==> config.mk <==
export PLATFORM = sky130hd
export DESIGN_NAME = mdio_reg_slave
export DESIGN_NICKNAME = d
export VERILOG_FILES = /design/src/rtl/mdio_pkg.sv /design/src/rtl/mdio_frame_rx.sv /design/src/rtl/mdio_reg_bank.sv /design/src/rtl/mdio_reg_slave.sv
export SDC_FILE = /design/constraint.sdc
export NUM_CORES = 1
export LEC_CHECK = 0
export BUFFER_PORTS_ARGS = -buffer_cell sky130_fd_sc_hd__buf_4
export CAP_MARGIN = 20
export CORE_MARGIN = 1.5
export CORE_UTILIZATION = 55
export CTS_BUF_LIST = sky130_fd_sc_hd__clkbuf_4 sky130_fd_sc_hd__clkbuf_8
export DETAILED_ROUTE_END_ITERATION = 10
export GPL_ROUTABILITY_DRIVEN = 0
export PLACE_DENSITY = 0.87
export SYNTH_ARGS = -nofsm -noshare
export SYNTH_HDL_FRONTEND = slang
export SYNTH_SLANG_ARGS = --single-unit
export TNS_END_PERCENT = 50
==> constraint.sdc <==
create_clock -name mdc -period 2.3 [get_ports mdc]
set_input_delay 0.23 -clock mdc [delete_from_list [all_inputs] [get_ports mdc]]
set_output_delay 0.23 -clock mdc [all_outputs]
set_load 0.005 [all_outputs]
==> src/rtl/mdio_pkg.sv <==
package mdio_pkg;

   typedef enum logic [1:0] {
      FR_HUNT,
      FR_HEAD,
      FR_TURN,
      FR_DATA
   } fr_state_t;

   localparam int HEAD_BITS = 13;

   function automatic logic slot_present(input int idx, input int std_last,
                                         input int vnd_first);
      return (idx <= std_last) || (idx >= vnd_first);
   endfunction

endpackage

==> src/rtl/mdio_frame_rx.sv <==
module mdio_frame_rx
   import mdio_pkg::*;
#(
   parameter int PRE_LEN = 32,
   parameter int DW      = 16,
   parameter int AW      = 5
) (
   input  logic          clk,
   input  logic          rst_n,
   input  logic [AW-1:0] phy_addr,
   input  logic          mdio_i,
   input  logic [DW-1:0] rd_data,
   output logic [AW-1:0] rd_addr,
   output logic          wr_en,
   output logic [AW-1:0] wr_addr,
   output logic [DW-1:0] wr_data,
   output logic          mdio_o,
   output logic          mdio_oe
);

   localparam int PCW = $clog2(PRE_LEN + 1);
   localparam int BCW = $clog2(DW + HEAD_BITS);

   if (AW != 5) begin : g_bad_aw
      $error("frame layout needs a 5-bit address");
   end
   if (PRE_LEN < 1) begin : g_bad_pre
      $error("preamble length must be positive");
   end
   if (DW < 2) begin : g_bad_dw
      $error("data width too small");
   end

   fr_state_t              st;
   logic [PCW-1:0]         pre_cnt;
   logic [BCW-1:0]         bcnt;
   logic [HEAD_BITS-2:0]   head;
   logic [HEAD_BITS-1:0]   head_all;
   logic                   is_rd;
   logic [AW-1:0]          reg_q;
   logic [DW-1:0]          sh;
   logic                   head_last;
   logic                   head_ok;
   logic                   data_last;

   assign head_all  = {head, mdio_i};
   assign head_last = (st == FR_HEAD) && (bcnt == BCW'(HEAD_BITS - 1));
   assign head_ok   = head_all[12]
                    && (head_all[11:10] == 2'b01 || head_all[11:10] == 2'b10)
                    && (head_all[9:5] == phy_addr);
   assign data_last = (st == FR_DATA) && (bcnt == BCW'(DW - 1));

   assign rd_addr = reg_q;
   assign wr_addr = reg_q;
   assign wr_en   = data_last && !is_rd;
   assign wr_data = {sh[DW-2:0], mdio_i};

   always_ff @(posedge clk or negedge rst_n) begin
      if (!rst_n) begin
         st      <= FR_HUNT;
         pre_cnt <= '0;
         bcnt    <= '0;
         head    <= '0;
         is_rd   <= 1'b0;
         reg_q   <= '0;
         sh      <= '0;
         mdio_oe <= 1'b0;
         mdio_o  <= 1'b0;
      end else begin
         case (st)
            FR_HUNT: begin
               if (mdio_i) begin
                  if (pre_cnt != PCW'(PRE_LEN)) pre_cnt <= pre_cnt + 1'b1;
               end else if (pre_cnt == PCW'(PRE_LEN)) begin
                  st      <= FR_HEAD;
                  bcnt    <= '0;
                  pre_cnt <= '0;
               end else begin
                  pre_cnt <= '0;
               end
            end
            FR_HEAD: begin
               head <= head_all[HEAD_BITS-2:0];
               bcnt <= bcnt + 1'b1;
               if (head_last) begin
                  bcnt <= '0;
                  if (head_ok) begin
                     st    <= FR_TURN;
                     is_rd <= (head_all[11:10] == 2'b10);
                     reg_q <= head_all[4:0];
                  end else begin
                     st    <= FR_HUNT;
                  end
               end
            end
            FR_TURN: begin
               bcnt <= bcnt + 1'b1;
               if (bcnt == '0) begin
                  if (is_rd) begin
                     mdio_oe <= 1'b1;
                     mdio_o  <= 1'b0;
                     sh      <= rd_data;
                  end
               end else begin
                  if (is_rd) begin
                     mdio_o <= sh[DW-1];
                     sh     <= {sh[DW-2:0], 1'b0};
                  end
                  st   <= FR_DATA;
                  bcnt <= '0;
               end
            end
            FR_DATA: begin
               sh   <= {sh[DW-2:0], mdio_i};
               bcnt <= bcnt + 1'b1;
               if (is_rd) mdio_o <= sh[DW-1];
               if (data_last) begin
                  mdio_oe <= 1'b0;
                  mdio_o  <= 1'b0;
                  st      <= FR_HUNT;
                  bcnt    <= '0;
               end
            end
            default: st <= FR_HUNT;
         endcase
      end
   end

   logic [BCW:0] oe_run;
   always_ff @(posedge clk or negedge rst_n) begin
      if (!rst_n) oe_run <= '0;
      else        oe_run <= mdio_oe ? oe_run + 1'b1 : '0;
   end


   ta_drive_zero_chk: assert property (@(posedge clk) disable iff (!rst_n)
      $rose(mdio_oe) |-> !mdio_o);


   oe_window_chk: assert property (@(posedge clk) disable iff (!rst_n)
      mdio_oe |-> is_rd && (st == FR_TURN || st == FR_DATA));


   oe_length_chk: assert property (@(posedge clk) disable iff (!rst_n)
      $fell(mdio_oe) |-> oe_run == (BCW+1)'(DW + 1));


   commit_end_chk: assert property (@(posedge clk) disable iff (!rst_n)
      wr_en |=> st == FR_HUNT && !mdio_oe);


   reject_hunt_chk: assert property (@(posedge clk) disable iff (!rst_n)
      (head_last && !head_ok) |=> st == FR_HUNT && !mdio_oe);

endmodule

==> src/rtl/mdio_reg_bank.sv <==
module mdio_reg_bank
   import mdio_pkg::*;
#(
   parameter int DW        = 16,
   parameter int AW        = 5,
   parameter int STD_LAST  = 6,
   parameter int VND_FIRST = 16
) (
   input  logic                   clk,
   input  logic                   rst_n,
   input  logic                   m_we,
   input  logic [AW-1:0]          m_addr,
   input  logic [DW-1:0]          m_wdata,
   input  logic                   l_we,
   input  logic [AW-1:0]          l_addr,
   input  logic [DW-1:0]          l_wdata,
   input  logic [AW-1:0]          rd_addr,
   output logic [DW-1:0]          rd_data,
   output logic [(1<<AW)*DW-1:0]  flat
);

   localparam int NREG = 1 << AW;

   if (STD_LAST >= VND_FIRST) begin : g_bad_split
      $error("standard group must end below vendor group");
   end
   if (VND_FIRST > NREG) begin : g_bad_vnd
      $error("vendor group starts beyond the address space");
   end

   for (genvar i = 0; i < NREG; i++) begin : g_slot
      if (slot_present(i, STD_LAST, VND_FIRST)) begin : g_impl
         logic [DW-1:0] q;
         always_ff @(posedge clk or negedge rst_n) begin
            if (!rst_n)                                q <= '0;
            else if (m_we && m_addr == AW'(i))         q <= m_wdata;
            else if (l_we && l_addr == AW'(i))         q <= l_wdata;
         end
         assign flat[i*DW +: DW] = q;
      end else begin : g_hole
         assign flat[i*DW +: DW] = '0;
      end
   end

   assign rd_data = flat[rd_addr*DW +: DW];

   logic          chk_v;
   logic [AW-1:0] chk_a;
   logic [DW-1:0] chk_d;
   always_ff @(posedge clk or negedge rst_n) begin
      if (!rst_n) begin
         chk_v <= 1'b0;
         chk_a <= '0;
         chk_d <= '0;
      end else begin
         chk_v <= m_we;
         chk_a <= m_addr;
         chk_d <= slot_present(int'(m_addr), STD_LAST, VND_FIRST) ? m_wdata : '0;
      end
   end


   mgmt_write_lands_chk: assert property (@(posedge clk) disable iff (!rst_n)
      chk_v |-> flat[chk_a*DW +: DW] == chk_d);

endmodule

==> src/rtl/mdio_reg_slave.sv <==
module mdio_reg_slave #(
   parameter int PRE_LEN   = 32,
   parameter int DW        = 16,
   parameter int AW        = 5,
   parameter int STD_LAST  = 6,
   parameter int VND_FIRST = 16
) (
   input  logic                   mdc,
   input  logic                   rst_n,
   input  logic [AW-1:0]          phy_addr,
   input  logic                   mdio_i,
   output logic                   mdio_o,
   output logic                   mdio_oe,
   input  logic                   loc_we,
   input  logic [AW-1:0]          loc_idx,
   input  logic [DW-1:0]          loc_wdata,
   output logic [(1<<AW)*DW-1:0]  reg_flat
);

   logic [AW-1:0] rd_addr;
   logic [DW-1:0] rd_data;
   logic          wr_en;
   logic [AW-1:0] wr_addr;
   logic [DW-1:0] wr_data;

   mdio_frame_rx #(.PRE_LEN(PRE_LEN), .DW(DW), .AW(AW)) i_rx (
      .clk      (mdc),
      .rst_n    (rst_n),
      .phy_addr (phy_addr),
      .mdio_i   (mdio_i),
      .rd_data  (rd_data),
      .rd_addr  (rd_addr),
      .wr_en    (wr_en),
      .wr_addr  (wr_addr),
      .wr_data  (wr_data),
      .mdio_o   (mdio_o),
      .mdio_oe  (mdio_oe)
   );

   mdio_reg_bank #(.DW(DW), .AW(AW), .STD_LAST(STD_LAST), .VND_FIRST(VND_FIRST)) i_bank (
      .clk     (mdc),
      .rst_n   (rst_n),
      .m_we    (wr_en),
      .m_addr  (wr_addr),
      .m_wdata (wr_data),
      .l_we    (loc_we),
      .l_addr  (loc_idx),
      .l_wdata (loc_wdata),
      .rd_addr (rd_addr),
      .rd_data (rd_data),
      .flat    (reg_flat)
   );

endmodule

==> flow_metrics.tcl <==
set metrics [dict create \
    antenna_found_initial 0 \
    fin_setup_tns_ns -0.0641 \
    synth_cell_types 67 \
    die_w_microns 211 \
    power.share.switching_pct 32.9 \
    wl_microns 87800 \
    grt_max_degree 70 \
    worstRegToRegCells 11 \
    clock_path_buffers 3 \
    critPathTopFamily "simple AND/OR/NAND/NOR gates" \
    power_frac_seq_pct 44.5 \
    place_inst 3294 \
    vias 21694 \
    die_y_microns 211 \
    first_global_vias 20617 \
    ant_nets 0 \
    yosys.area.top_type "dfrtp_1" \
    htree_num_levels 3 \
    worst-path-max-fanout 9 \
    crit_type "flip-flop to flip-flop" \
    cts_made_buffers 69 \
    synth_seq_cells 417 \
    io_pins 544 \
    rsz0062_at_grt "true" \
    root_buffer "clkbuf_8" \
    post-dp-hpwl_microns 61600 \
    fin_crit_sh_pct 101 \
    hold_viol_final 0 \
    holdPathEnd "i_bank.g_slot[30].g_impl.q[0]" \
    synth_warnings 0 \
    p_sw_w 0.00783 \
    grt-ovfl-total 0 \
    ir_drop_v 0.000658 \
    multi_input_area_sq_um 11900 \
    min_from "mdio_i" \
    drv_cap 0 \
    synthTopCellsByCount "450 x mux2i_1, 417 x dfrtp_1, 296 x nor2_1" \
    timing.slew.headroom_pct 33.8 \
    portBuffers 399 \
    synthFlopType "dfrtp_1" \
    timing.rr.start "i_rx.bcnt[0]" \
    power_frac_clock_pct 29.8 \
    core_area_sq_um 43000 \
    cts_sinks 417 \
    pwr-share-comb_pct 25.7 \
    dieArea_sq_um 44700 \
    synth_area_sq_um 23900 \
    drc 0 \
    power.internal_w 0.0160 \
    synth_area_per_cell_sq_um 9.97 \
    synthArstFlopShare_pct 100 \
    min_path_type "input pin to flip-flop" \
    setup_violations 6 \
    cp_slowest_stage_delay_ns 0.39 \
    failed_checks "setup timing" \
    worstMarginPinSlew_ns 0.993 \
    holdPathStages 3 \
    cp_slowest_cell "dfrtp_1" \
    seqCellArea_sq_um 10400 \
    fin_nets 2824 \
    fillers 3110 \
    status "complete, but fails checks" \
    crit_path_cell_trace "ha_2 -> inv_2 -> nor2_2 -> ha_2 -> nand4b_1 -> buf_4 -> nand3b_1 -> nor3_4 -> buf_6 -> buf_6 -> o21ai_0" \
    clk_pin_slew_ns 0.06 \
    fin_skew_ns 0.0378 \
    routed_via_density 6.34 \
    fmax_mhz 431 \
    period_needed_ns 2.32 \
    drtIter0Drc 2723 \
    stdcell_count 3424 \
    arrival_ns 2.82 \
    drive_above_1_share_pct 27.8 \
    ff2ff_setup_slack_ns -0.02 \
    powerDensity_nw_per_um2 817 \
    r2r-end "i_bank.g_slot[0].g_impl.q[7]" \
    p_leak_nw 13.3 \
    finalWorstSetupSlack_ns -0.0217 \
    start_util_pct 55.6 \
    crit_buf_inv 4 \
    grt_pass1_wl_microns 129000 \
    drt-pass1-iter-count 8 \
    synth_edf_count 0 \
    clock_latency_ns 0.65 \
    tritoncts "yes" \
    yosysMostFrequentCell "mux2i_1" \
    num_rows 76 \
    syn2layout_area_growth_pct 21.8 \
    end_kind "flip-flop" \
    synth_top_area_share_pct 43.7 \
    cp.required_ns 2.80 \
    finalMaxSlewViolations 0 \
    wl_per_cell_microns 25.6 \
    diodes 0 \
    postSynthCellCount 2397 \
    cp-start-kind "flip-flop" \
    track_usage_pct 38.3 \
    seq_area_frac_synth_pct 43.7 \
    synth_area_leaders "dfrtp_1 44%, mux2i_1 19%, a21oi_1 6.1%" \
]
[cells by family (layout without fill, tap and decap cells)]
family / count (synthesis) / in the layout / synth area share, %
compound gates: 510 / 510 / 12.1
xor+xnor: 3 / 3 / 0.110
fa+ha+maj: 6 / 6 / 0.314
buf+inv: 390 / 689 / 9.27
flops: 417 / 417 / 43.7
mux: 522 / 522 / 24.7
other cells: 1 / 144 / 0.0157
simple gates: 548 / 548 / 9.83
[worst reg2reg max path, cell delays in order (launching register included)]
cell      delay [ns]
dfrtp_1         0.39
ha_2            0.21
inv_2           0.05
nor2_2          0.13
ha_2            0.22
nand4b_1        0.15
buf_4           0.17
nand3b_1        0.26
nor3_4          0.24
buf_6           0.14
buf_6           0.12
o21ai_0         0.11
[worst max path at each step]
stage | start | endpoint | slack, ns | cells after the start
2_1_floorplan | i_rx.bcnt[0] | i_bank.g_slot[17].g_impl.q[11] | 0.21 | 11
3_3_place_gp | i_rx.rd_addr[0] | i_rx.sh[9] | 0.09 | 5
3_5_place_dp | i_rx.rd_addr[0] | i_rx.sh[9] | 0.03 | 5
4_1_cts | i_rx.rd_addr[0] | i_rx.sh[9] | 0.006 | 5
5_1_grt | i_rx.bcnt[0] | i_bank.g_slot[31].g_impl.q[6] | -0.09 | 12
6_report | i_rx.bcnt[0] | i_bank.g_slot[0].g_impl.q[7] | -0.02 | 11
[area by class of cell]
| type | instances | share of cell area (%) |
|---|---|---|
| Tap cell | 585 | 2.51 |
| Multi-Input combinational cell | 1733 | 40.9 |
| Inverter | 16 | 0.206 |
| Clock buffer | 110 | 4.73 |
| Timing Repair Buffer | 551 | 15.4 |
| Sequential cell | 417 | 35.9 |
| Clock inverter | 12 | 0.348 |
[power groups by stage]
stage / combinational [W] / clock (W) / sequential [W]
after floorplan: 0.00293 / 0 / 0.00997
after global placement: 0.00568 / 0 / 0.0105
after detailed placement: 0.00595 / 0 / 0.0106
after CTS: 0.00599 / 0.00707 / 0.0105
after global routing: 0.00661 / 0.00744 / 0.0107
final: 0.00611 / 0.00709 / 0.0106
[routing by layer]
layer  wire [microns]  global-route usage [%]  vias up
met3            11900                    11.1      414
met4             5200                    20.6        0
met5                0                       0        -
met2            38900                    57.7     1818
met1            31700                    50.1    10524
li1                 -                       -     8938
[sequential cells by signal (all words and copies together), names as in the netlist, named ones only]
name                    flops
i_bank.g_slot.g_impl.q    368
i_rx.bcnt                   5
i_rx.head                  12
i_rx.is_rd                  1
i_rx.mdio_o                 1
i_rx.mdio_oe                1
i_rx.pre_cnt                6
i_rx.rd_addr                5
i_rx.sh                    16
i_rx.st                     1
[cells in the final DEF (no fill, tap or decap), drive strengths merged, types with 51 or more instances in the layout]
master  instances
nand2         148
o21ai         114
a21oi         292
mux4           51
clkbuf        111
mux2i         450
conb          144
nor2          306
buf           549
dfrtp         417
[metrics by stage]
| step | instance area, sq um | total power (W) | hold WS, ns | worst slack, ns | utilization (%) |
|---|---|---|---|---|---|
| floorplan | 24400 | 0.0129 | -0.0656 | 0.208 | - |
| global placement | 27400 | 0.0162 | 0.253 | 0.0879 | 63.8 |
| detailed placement | 27400 | 0.0165 | 0.257 | 0.0313 | 63.8 |
| CTS | 28900 | 0.0235 | 0.0274 | 0.00571 | 67.3 |
| global route | 29100 | 0.0247 | 0.0577 | -0.0928 | 67.7 |
| finish | 29100 | 0.0238 | 0.0495 | -0.0217 | 67.7 |
[repair_timing]
action,in CTS,in global routing
resized for setup,3,29
hold buffers,1,0
endpoints found under the setup margin,1,61
pin swaps,0,3
setup buffers,0,5
cloned,0,2
hold endpoints to repair,60,0
(Power assumes the default switching activity.)
